--- src/rtl/pwm_pkg.sv ---
package pwm_pkg;

    localparam int PRD_W       = 16;
    localparam int DIV_W       = 8;
    localparam int SEL_W       = 4;
    localparam int PRE_LOG_MAX = 10;
    localparam int SRC_W       = 2;

    typedef enum logic [SRC_W-1:0] {
        SRC_PRE     = 2'd0,
        SRC_LIN_A   = 2'd1,
        SRC_LIN_B   = 2'd2,
        SRC_PRE_ALT = 2'd3
    } clk_src_e;

    typedef enum logic {
        DIR_UP   = 1'b0,
        DIR_DOWN = 1'b1
    } dir_e;

    typedef struct packed {
        logic [PRD_W-1:0] prd;
        logic [PRD_W-1:0] dty;
        logic [DIV_W-1:0] div_a;
        logic [DIV_W-1:0] div_b;
        logic [SEL_W-1:0] sel;
        clk_src_e         src;
        logic             pol;
        logic             center;
    } chan_cfg_t;

    localparam chan_cfg_t CFG_RESET = '{
        prd: PRD_W'(1), dty: '0, div_a: DIV_W'(1), div_b: DIV_W'(1),
        sel: '0, src: SRC_PRE, pol: 1'b0, center: 1'b0
    };

    function automatic logic uses_linear(input clk_src_e s);
        return (s == SRC_LIN_A) || (s == SRC_LIN_B);
    endfunction

    function automatic logic [SEL_W-1:0] clamp_sel(input logic [SEL_W-1:0] s);
        return (s > SEL_W'(PRE_LOG_MAX)) ? SEL_W'(PRE_LOG_MAX) : s;
    endfunction

    function automatic logic [DIV_W-1:0] pick_div(input chan_cfg_t c);
        logic [DIV_W-1:0] d;
        d = (c.src == SRC_LIN_B) ? c.div_b : c.div_a;
        return (d == '0) ? DIV_W'(1) : d;
    endfunction

    function automatic logic [PRD_W-1:0] eff_prd(input logic [PRD_W-1:0] p);
        return (p == '0) ? PRD_W'(1) : p;
    endfunction

endpackage

--- src/rtl/pwm_clkgen.sv ---
module pwm_clkgen
    import pwm_pkg::*;
(
    input  logic             clk,
    input  logic             rst,
    input  logic             run,
    input  logic [SEL_W-1:0] sel,
    input  clk_src_e         src,
    input  logic [DIV_W-1:0] div,
    output logic             tick
);
    localparam int PRE_W = PRE_LOG_MAX;

    logic [SEL_W-1:0] sel_c;
    logic [PRE_W-1:0] pre_lim;
    logic [PRE_W-1:0] pre_cnt;
    logic [DIV_W-1:0] div_cnt;
    logic             pre_tick;
    logic             lin;
    logic             div_last;

    assign sel_c = clamp_sel(sel);

    // limit = 2^sel - 1: low sel bits set
    for (genvar i = 0; i < PRE_W; i++) begin : g_lim
        assign pre_lim[i] = (SEL_W'(i) < sel_c);
    end

    assign lin      = uses_linear(src);
    assign pre_tick = run && (pre_cnt == pre_lim);
    assign div_last = (div_cnt == div - DIV_W'(1));
    assign tick     = pre_tick && (!lin || div_last);

    always_ff @(posedge clk) begin
        if (rst || !run) begin
            pre_cnt <= '0;
            div_cnt <= '0;
        end else if (pre_tick) begin
            pre_cnt <= '0;
            if (lin) begin
                div_cnt <= div_last ? '0 : div_cnt + DIV_W'(1);
            end
        end else begin
            pre_cnt <= pre_cnt + PRE_W'(1);
        end
    end

endmodule

--- src/rtl/pwm_counter.sv ---
module pwm_counter
    import pwm_pkg::*;
(
    input  logic             clk,
    input  logic             rst,
    input  logic             run,
    input  logic             tick,
    input  logic [PRD_W-1:0] prd,
    input  logic             center,
    output logic [PRD_W-1:0] cnt,
    output logic             boundary
);
    dir_e dir;
    logic at_top;

    assign at_top   = (cnt == prd - PRD_W'(1));
    assign boundary = tick && (center ? (dir == DIR_DOWN && cnt == '0) : at_top);

    always_ff @(posedge clk) begin
        if (rst || !run) begin
            cnt <= '0;
            dir <= DIR_UP;
        end else if (tick) begin
            if (center) begin
                if (dir == DIR_UP) begin
                    if (at_top) dir <= DIR_DOWN;   // top value held for two ticks
                    else        cnt <= cnt + PRD_W'(1);
                end else begin
                    if (cnt == '0) dir <= DIR_UP;  // zero held across the boundary
                    else           cnt <= cnt - PRD_W'(1);
                end
            end else begin
                cnt <= at_top ? '0 : cnt + PRD_W'(1);
                dir <= DIR_UP;
            end
        end
    end

endmodule

--- src/rtl/pwm_compare.sv ---
module pwm_compare
    import pwm_pkg::*;
(
    input  logic             run,
    input  logic [PRD_W-1:0] cnt,
    input  logic [PRD_W-1:0] dty,
    input  logic             pol,
    input  logic             idle_pol,
    output logic             wave
);
    always_comb begin
        if (!run)            wave = idle_pol;
        else if (cnt < dty)  wave = pol;
        else                 wave = ~pol;
    end
endmodule

--- src/rtl/pwm_channel.sv ---
module pwm_channel
    import pwm_pkg::*;
(
    input  logic             clk,
    input  logic             rst,
    input  logic             en,
    input  logic [3:0]       cfg_sel,
    input  logic [1:0]       cfg_src,
    input  logic [7:0]       cfg_div_a,
    input  logic [7:0]       cfg_div_b,
    input  logic [15:0]      cfg_period,
    input  logic [15:0]      cfg_duty,
    input  logic             cfg_pol,
    input  logic             cfg_center,
    output logic             pwm_out,
    output logic             period_end
);
    chan_cfg_t        req;
    chan_cfg_t        act;
    logic [PRD_W-1:0] prd_eff;
    logic [DIV_W-1:0] div_eff;
    logic [PRD_W-1:0] cnt_q;
    logic             tick;
    logic             boundary;

    always_comb begin
        req        = CFG_RESET;
        req.prd    = cfg_period;
        req.dty    = cfg_duty;
        req.div_a  = cfg_div_a;
        req.div_b  = cfg_div_b;
        req.sel    = cfg_sel;
        req.src    = clk_src_e'(cfg_src);
        req.pol    = cfg_pol;
        req.center = cfg_center;
    end

    // shadow: follows the request while idle, reloads at each boundary
    always_ff @(posedge clk) begin
        if (rst)                 act <= CFG_RESET;
        else if (!en || boundary) act <= req;
    end

    assign prd_eff = eff_prd(act.prd);
    assign div_eff = pick_div(act);

    pwm_clkgen u_clkgen (
        .clk  (clk),
        .rst  (rst),
        .run  (en),
        .sel  (act.sel),
        .src  (act.src),
        .div  (div_eff),
        .tick (tick)
    );

    pwm_counter u_counter (
        .clk      (clk),
        .rst      (rst),
        .run      (en),
        .tick     (tick),
        .prd      (prd_eff),
        .center   (act.center),
        .cnt      (cnt_q),
        .boundary (boundary)
    );

    pwm_compare u_compare (
        .run      (en),
        .cnt      (cnt_q),
        .dty      (act.dty),
        .pol      (act.pol),
        .idle_pol (cfg_pol),
        .wave     (pwm_out)
    );

    assign period_end = boundary;

endmodule

--- config.mk ---
export PLATFORM = sky130hd
export DESIGN_NAME = pwm_channel
export DESIGN_NICKNAME = d
export VERILOG_FILES = /design/src/rtl/pwm_pkg.sv /design/src/rtl/pwm_clkgen.sv /design/src/rtl/pwm_counter.sv /design/src/rtl/pwm_compare.sv /design/src/rtl/pwm_channel.sv
export SDC_FILE = /design/constraint.sdc
export NUM_CORES = 1
export LEC_CHECK = 0
export BUFFER_PORTS_ARGS = -buffer_cell sky130_fd_sc_hd__buf_2
export CAP_MARGIN = 5
export CORE_MARGIN = 2
export CORE_UTILIZATION = 50
export CTS_BUF_LIST = sky130_fd_sc_hd__clkbuf_4 sky130_fd_sc_hd__clkbuf_8
export DETAILED_ROUTE_END_ITERATION = 7
export PLACE_DENSITY = 0.69
export SYNTH_ARGS = -nofsm -noshare
export SYNTH_HDL_FRONTEND = slang
export SYNTH_SLANG_ARGS = --single-unit
export TNS_END_PERCENT = 1
--- constraint.sdc ---
create_clock -name clk -period 7.8 [get_ports clk]
set_clock_uncertainty 0.2 [all_clocks]
set_input_delay 1.17 -clock clk [delete_from_list [all_inputs] [get_ports clk]]
set_output_delay 1.17 -clock clk [all_outputs]
set_load 0.01 [all_outputs]
==> impl.org <==
** Timing
- Final hold violation count :: 0
- For the final routed database, the setup TNS stands at 0 ns.
- Shortest period the worst path allows :: 6.14 ns
- Of the available clock period, the critical path in the final layout requires 0.787.
- Slew @ Worst Pin :: 1.09 ns
- Max-slew violations :: 0
- Headroom to the max-slew limit came out at 0.268.
- Maximum clock frequency :: 163 MHz
- Number of failing setup endpoints in the final timing report :: 0
- Hold slack final :: 0.299 ns
- RSZ-0062 raised after global routing :: false

** Cells and area
- Growth of design area from synthesis to finish :: 8.87%
- For this run, the post-layout net count is 844.
- N_diodes :: 0
- Of the cells placed in the final design, the portion with a size suffix greater than 1 is 0.133.
- Final design instance area without fill :: 6510 um^2
- Leaving out filler cells and counting taps, the final layout contains 910.

** Clock network
- Clock buffer depth :: 2
- In this run, post-CTS hold repair placed 0 buffers.
- Register clock-pin slew on the reported worst setup and hold paths :: 0.09 ns
- Insertion delay of the later-clocked pin in the worst-skew pair :: 0.38 ns
- After clock tree synthesis, the repair step resized 0 gates.
- Buffers inserted during clock tree synthesis total 9.
- The H-tree generated during clock tree synthesis spans 3 levels.
- Post-CTS timing repair inserted 0 buffers for setup.
- CTS saw 91 sinks.
- CTS placed an instance of sky130_fd_sc_hd__clkbuf_8 at the clock tree root.
- TritonCTS built the clock tree.

** Synth
- Number of different library cells in the post-synthesis netlist :: 77
- Of all cell types, the one taking the most synthesized area is sky130_fd_sc_hd__dfxtp_1.
- Share of the synthesized netlist area taken by xor and xnor gates :: 0.0717
- Asr flop ratio synth :: 0
- The fraction of the mapped netlist area in compound gates came to 0.161.
- Netlist area before placement :: 5980 um^2
- The number of nets handed over by synthesis was 817.
- The share of synthesized area in the top cell type comes to 0.304.
- Average instance area after synthesis :: 8.14 um^2
- Mux share of post-synthesis cell area :: 0.116
- Sequential cell area fraction in the yosys report :: 0.304
- EDFF count, synth :: 0
- Number of synthesis warnings :: 0
- FF+latch count, synth :: 91
- Primary FF master, synth :: sky130_fd_sc_hd__dfxtp_1
- The cell count after synthesis came out at 735.
- After synthesis, the largest family of logic cells by area is simple AND/OR/NAND/NOR gates.
- By area the synthesized netlist is led by sky130_fd_sc_hd__dfxtp_1, sky130_fd_sc_hd__mux2i_1, sky130_fd_sc_hd__nor2_1.
- Simple-gate portion of the synthesized area :: 0.244
- Of the total synthesized cell area, the portion taken by full adders, half adders and majority gates is 0.0481.

** GRT
- Number of antenna violations at the first check in global routing :: 0
- Global routing finished with a remaining overflow of 0.
- Largest net degree at the start of global routing :: 59
- Overall routing resource usage :: 0.229
- Number of global-route vias before repair :: 4990
- Global-route wire length before repair :: 23900 um

** Detailed routing
- After detailed routing, the number of vias per cell comes to 5.92.
- In the routed design, unresolved DRC markers number 0.
- The first routing iteration left 483 violations.
- The first detailed-routing pass took 5 iterations.
- Sum of routed wire length over all layers :: 14500 um
- Average wire length per cell after detail routing :: 15.9 um
- Total vias in the final route :: 5389
- Remaining antenna violation count after routing :: 0

** Die
- The die covers 12900 um^2.
- Initial core utilization :: 0.517
- Height of the die :: 113 um
- In this run the count of I/O pins placed on the die edge is 61.
- Die span in x :: 113 um
- Core footprint :: 11600 um^2
- The initialized floorplan defines 39 standard-cell rows.

** Power and ir drop
- Power per unit of standard cell area :: 160 nW/um^2
- Worst ir drop on vdd :: 0.0950 mV
- Static Leakage :: 0.00264 uW

** Setup path
- Arrival time reported for the critical path endpoint :: 4.77 ns
- Worst R2R End :: act[8]$_SDFFE_PP1P_
- Across all register-to-register paths, the minimum setup slack is 2.25 ns.
- The worst register-to-register path begins at act[44]$_SDFFE_PP0P_.
- For the worst setup path, the data required time is 6.43 ns.
- Worst setup path startpoint :: act[44]$_SDFFE_PP0P_
- Worst setup path category :: reg2out
- Counting cells, the worst reg-to-reg path comes to 15.
- The worst setup path is captured at an output pin.
- Along the worst path, the maximum fanout reaches 13.
- STA classifies the critical path startpoint as a flop.
- End of the critical path :: period_end

** Min path
- In this run the most critical hold path is launched from act[36]$_SDFFE_PP0P_.
- The path class of the tightest hold or removal check is reg2reg.

** Status
- The flow ran to the end, and the final reports show no timing, DRC or antenna violations.

** Flow run
- # Max-Cap Violations :: 0

** Placement
- Number of cells in the design after placement :: 894
- Summed over all nets, the half-perimeter wirelength after detailed placement is 10500 um.
- Routability-driven placement congestion ratio :: 0.950
- Port buffering added 60 buffers.
- Placed instance area :: 6290 um^2
[cells in the mapped netlist, types with 8 or more instances]
master                     count
sky130_fd_sc_hd__o21ai_0      24
sky130_fd_sc_hd__clkbuf_1     34
sky130_fd_sc_hd__and3_1       15
sky130_fd_sc_hd__nor4_1       16
sky130_fd_sc_hd__ha_1         23
sky130_fd_sc_hd__xor2_1       22
sky130_fd_sc_hd__nand3_1      26
sky130_fd_sc_hd__nor3_1       20
sky130_fd_sc_hd__or4_1         8
sky130_fd_sc_hd__buf_2         9
sky130_fd_sc_hd__xnor2_1      27
sky130_fd_sc_hd__nand2_1      38
sky130_fd_sc_hd__a31oi_1      11
sky130_fd_sc_hd__mux2i_1      66
sky130_fd_sc_hd__nand4_1      11
sky130_fd_sc_hd__a21oi_1      27
sky130_fd_sc_hd__nand2b_1     13
sky130_fd_sc_hd__a21o_1        9
sky130_fd_sc_hd__nor2_1      104
sky130_fd_sc_hd__inv_1        30
sky130_fd_sc_hd__dfxtp_1      91
[area by class of cell]
cell class / instances / area, um^2
Clock inverter: 5 / 85.1
Fill cell: 1078 / 5050
Tap cell: 143 / 179
Sequential cell: 91 / 1820
Clock buffer: 11 / 139
Multi-Input combinational cell: 566 / 3850
Inverter: 31 / 116
Timing Repair Buffer: 63 / 323
[worst min-delay path by stage]
stage | to | slack, ns | cells past startpoint
floorplan | u_clkgen.pre_cnt[0]$_SDFF_PP0_ | 0.25 | 1
detailed placement | act[36]$_SDFFE_PP0P_ | 0.29 | 2
CTS | act[36]$_SDFFE_PP0P_ | 0.31 | 2
finish | act[36]$_SDFFE_PP0P_ | 0.30 | 2
global placement | act[35]$_SDFFE_PP0P_ | 0.27 | 2
global route | act[36]$_SDFFE_PP0P_ | 0.32 | 2
[metrics by stage]
stage / util / worst slack (ns) / total power [uW]
detailed placement: 0.544 / 2.19 / 689
global route: 0.563 / 1.21 / 1090
global placement: 0.544 / 2.38 / 682
finish: 0.563 / 1.66 / 1040
floorplan: - / 3.15 / 642
CTS: 0.563 / 1.74 / 1050
[report_power, final]
| group | switching (uW) | internal (uW) | leakage (uW) |
|---|---|---|---|
| Clock | 174 | 189 | 0.000111 |
| Sequential | 22.6 | 483 | 0.000745 |
| Combinational | 94.1 | 79.4 | 0.00178 |
[per-layer routing]
| layer | vias up | global-route usage | wire length, um |
|---|---|---|---|
| met1 | 2538 | 0.290 | 6680 |
| met3 | 24 | 0.0574 | 707 |
| li1 | 2677 | - | - |
| met5 | - | 0 | 0 |
| met4 | 0 | 0.0577 | 243 |
| met2 | 150 | 0.391 | 6830 |
[logic make-up after synthesis]
family | after synthesis
buf+inv | 78
fa+ha+maj | 23
compound gates | 135
simple gates | 290
flops | 91
mux | 69
xor+xnor | 49
[state kept, by name (all words and copies together), names as in the netlist]
| register | cells |
|---|---|
| act | 56 |
| u_counter.cnt | 16 |
| u_clkgen.pre_cnt | 10 |
| u_clkgen.div_cnt | 8 |
| u_counter.dir | 1 |
[cells in the final DEF, fill, tap and decap left out, types with 4 or more instances in the layout]
cell,synthesis,final
sky130_fd_sc_hd__a211oi_1,4,4
sky130_fd_sc_hd__a21o_1,9,9
sky130_fd_sc_hd__a21oi_1,27,27
sky130_fd_sc_hd__a31oi_1,11,11
sky130_fd_sc_hd__and2_1,6,6
sky130_fd_sc_hd__and3_1,15,15
sky130_fd_sc_hd__buf_2,9,60
sky130_fd_sc_hd__clkbuf_8,0,9
sky130_fd_sc_hd__dfxtp_1,91,91
sky130_fd_sc_hd__ha_1,23,23
sky130_fd_sc_hd__inv_1,30,30
sky130_fd_sc_hd__mux2i_1,66,66
sky130_fd_sc_hd__nand2_1,38,38
sky130_fd_sc_hd__nand2b_1,13,13
sky130_fd_sc_hd__nand3_1,26,26
sky130_fd_sc_hd__nand4_1,11,11
sky130_fd_sc_hd__nor2_1,104,104
sky130_fd_sc_hd__nor2b_1,4,4
sky130_fd_sc_hd__nor3_1,20,20
sky130_fd_sc_hd__nor3b_1,7,7
sky130_fd_sc_hd__nor4_1,16,16
sky130_fd_sc_hd__o211ai_1,4,4
sky130_fd_sc_hd__o21ai_0,24,24
sky130_fd_sc_hd__or2_2,7,7
sky130_fd_sc_hd__or4_1,8,8
sky130_fd_sc_hd__xnor2_1,27,27
sky130_fd_sc_hd__xor2_1,22,22
[worst max-delay path, cell delays in order, from the launching register on]
cell                       delay [ns]
sky130_fd_sc_hd__dfxtp_1         0.37
sky130_fd_sc_hd__nor4_1          0.71
sky130_fd_sc_hd__nand3_1         0.25
sky130_fd_sc_hd__nor4_1          0.42
sky130_fd_sc_hd__nor2_1          0.09
sky130_fd_sc_hd__ha_1            0.26
sky130_fd_sc_hd__nor3b_1         0.21
sky130_fd_sc_hd__and3_1          0.24
sky130_fd_sc_hd__a211oi_1        0.25
sky130_fd_sc_hd__o31ai_1         0.12
sky130_fd_sc_hd__o2111a_1        0.19
sky130_fd_sc_hd__a31oi_1         0.89
sky130_fd_sc_hd__nor2_1          0.18
sky130_fd_sc_hd__buf_2           0.20
No activity file was read; power rests on OpenSTA's default activity.
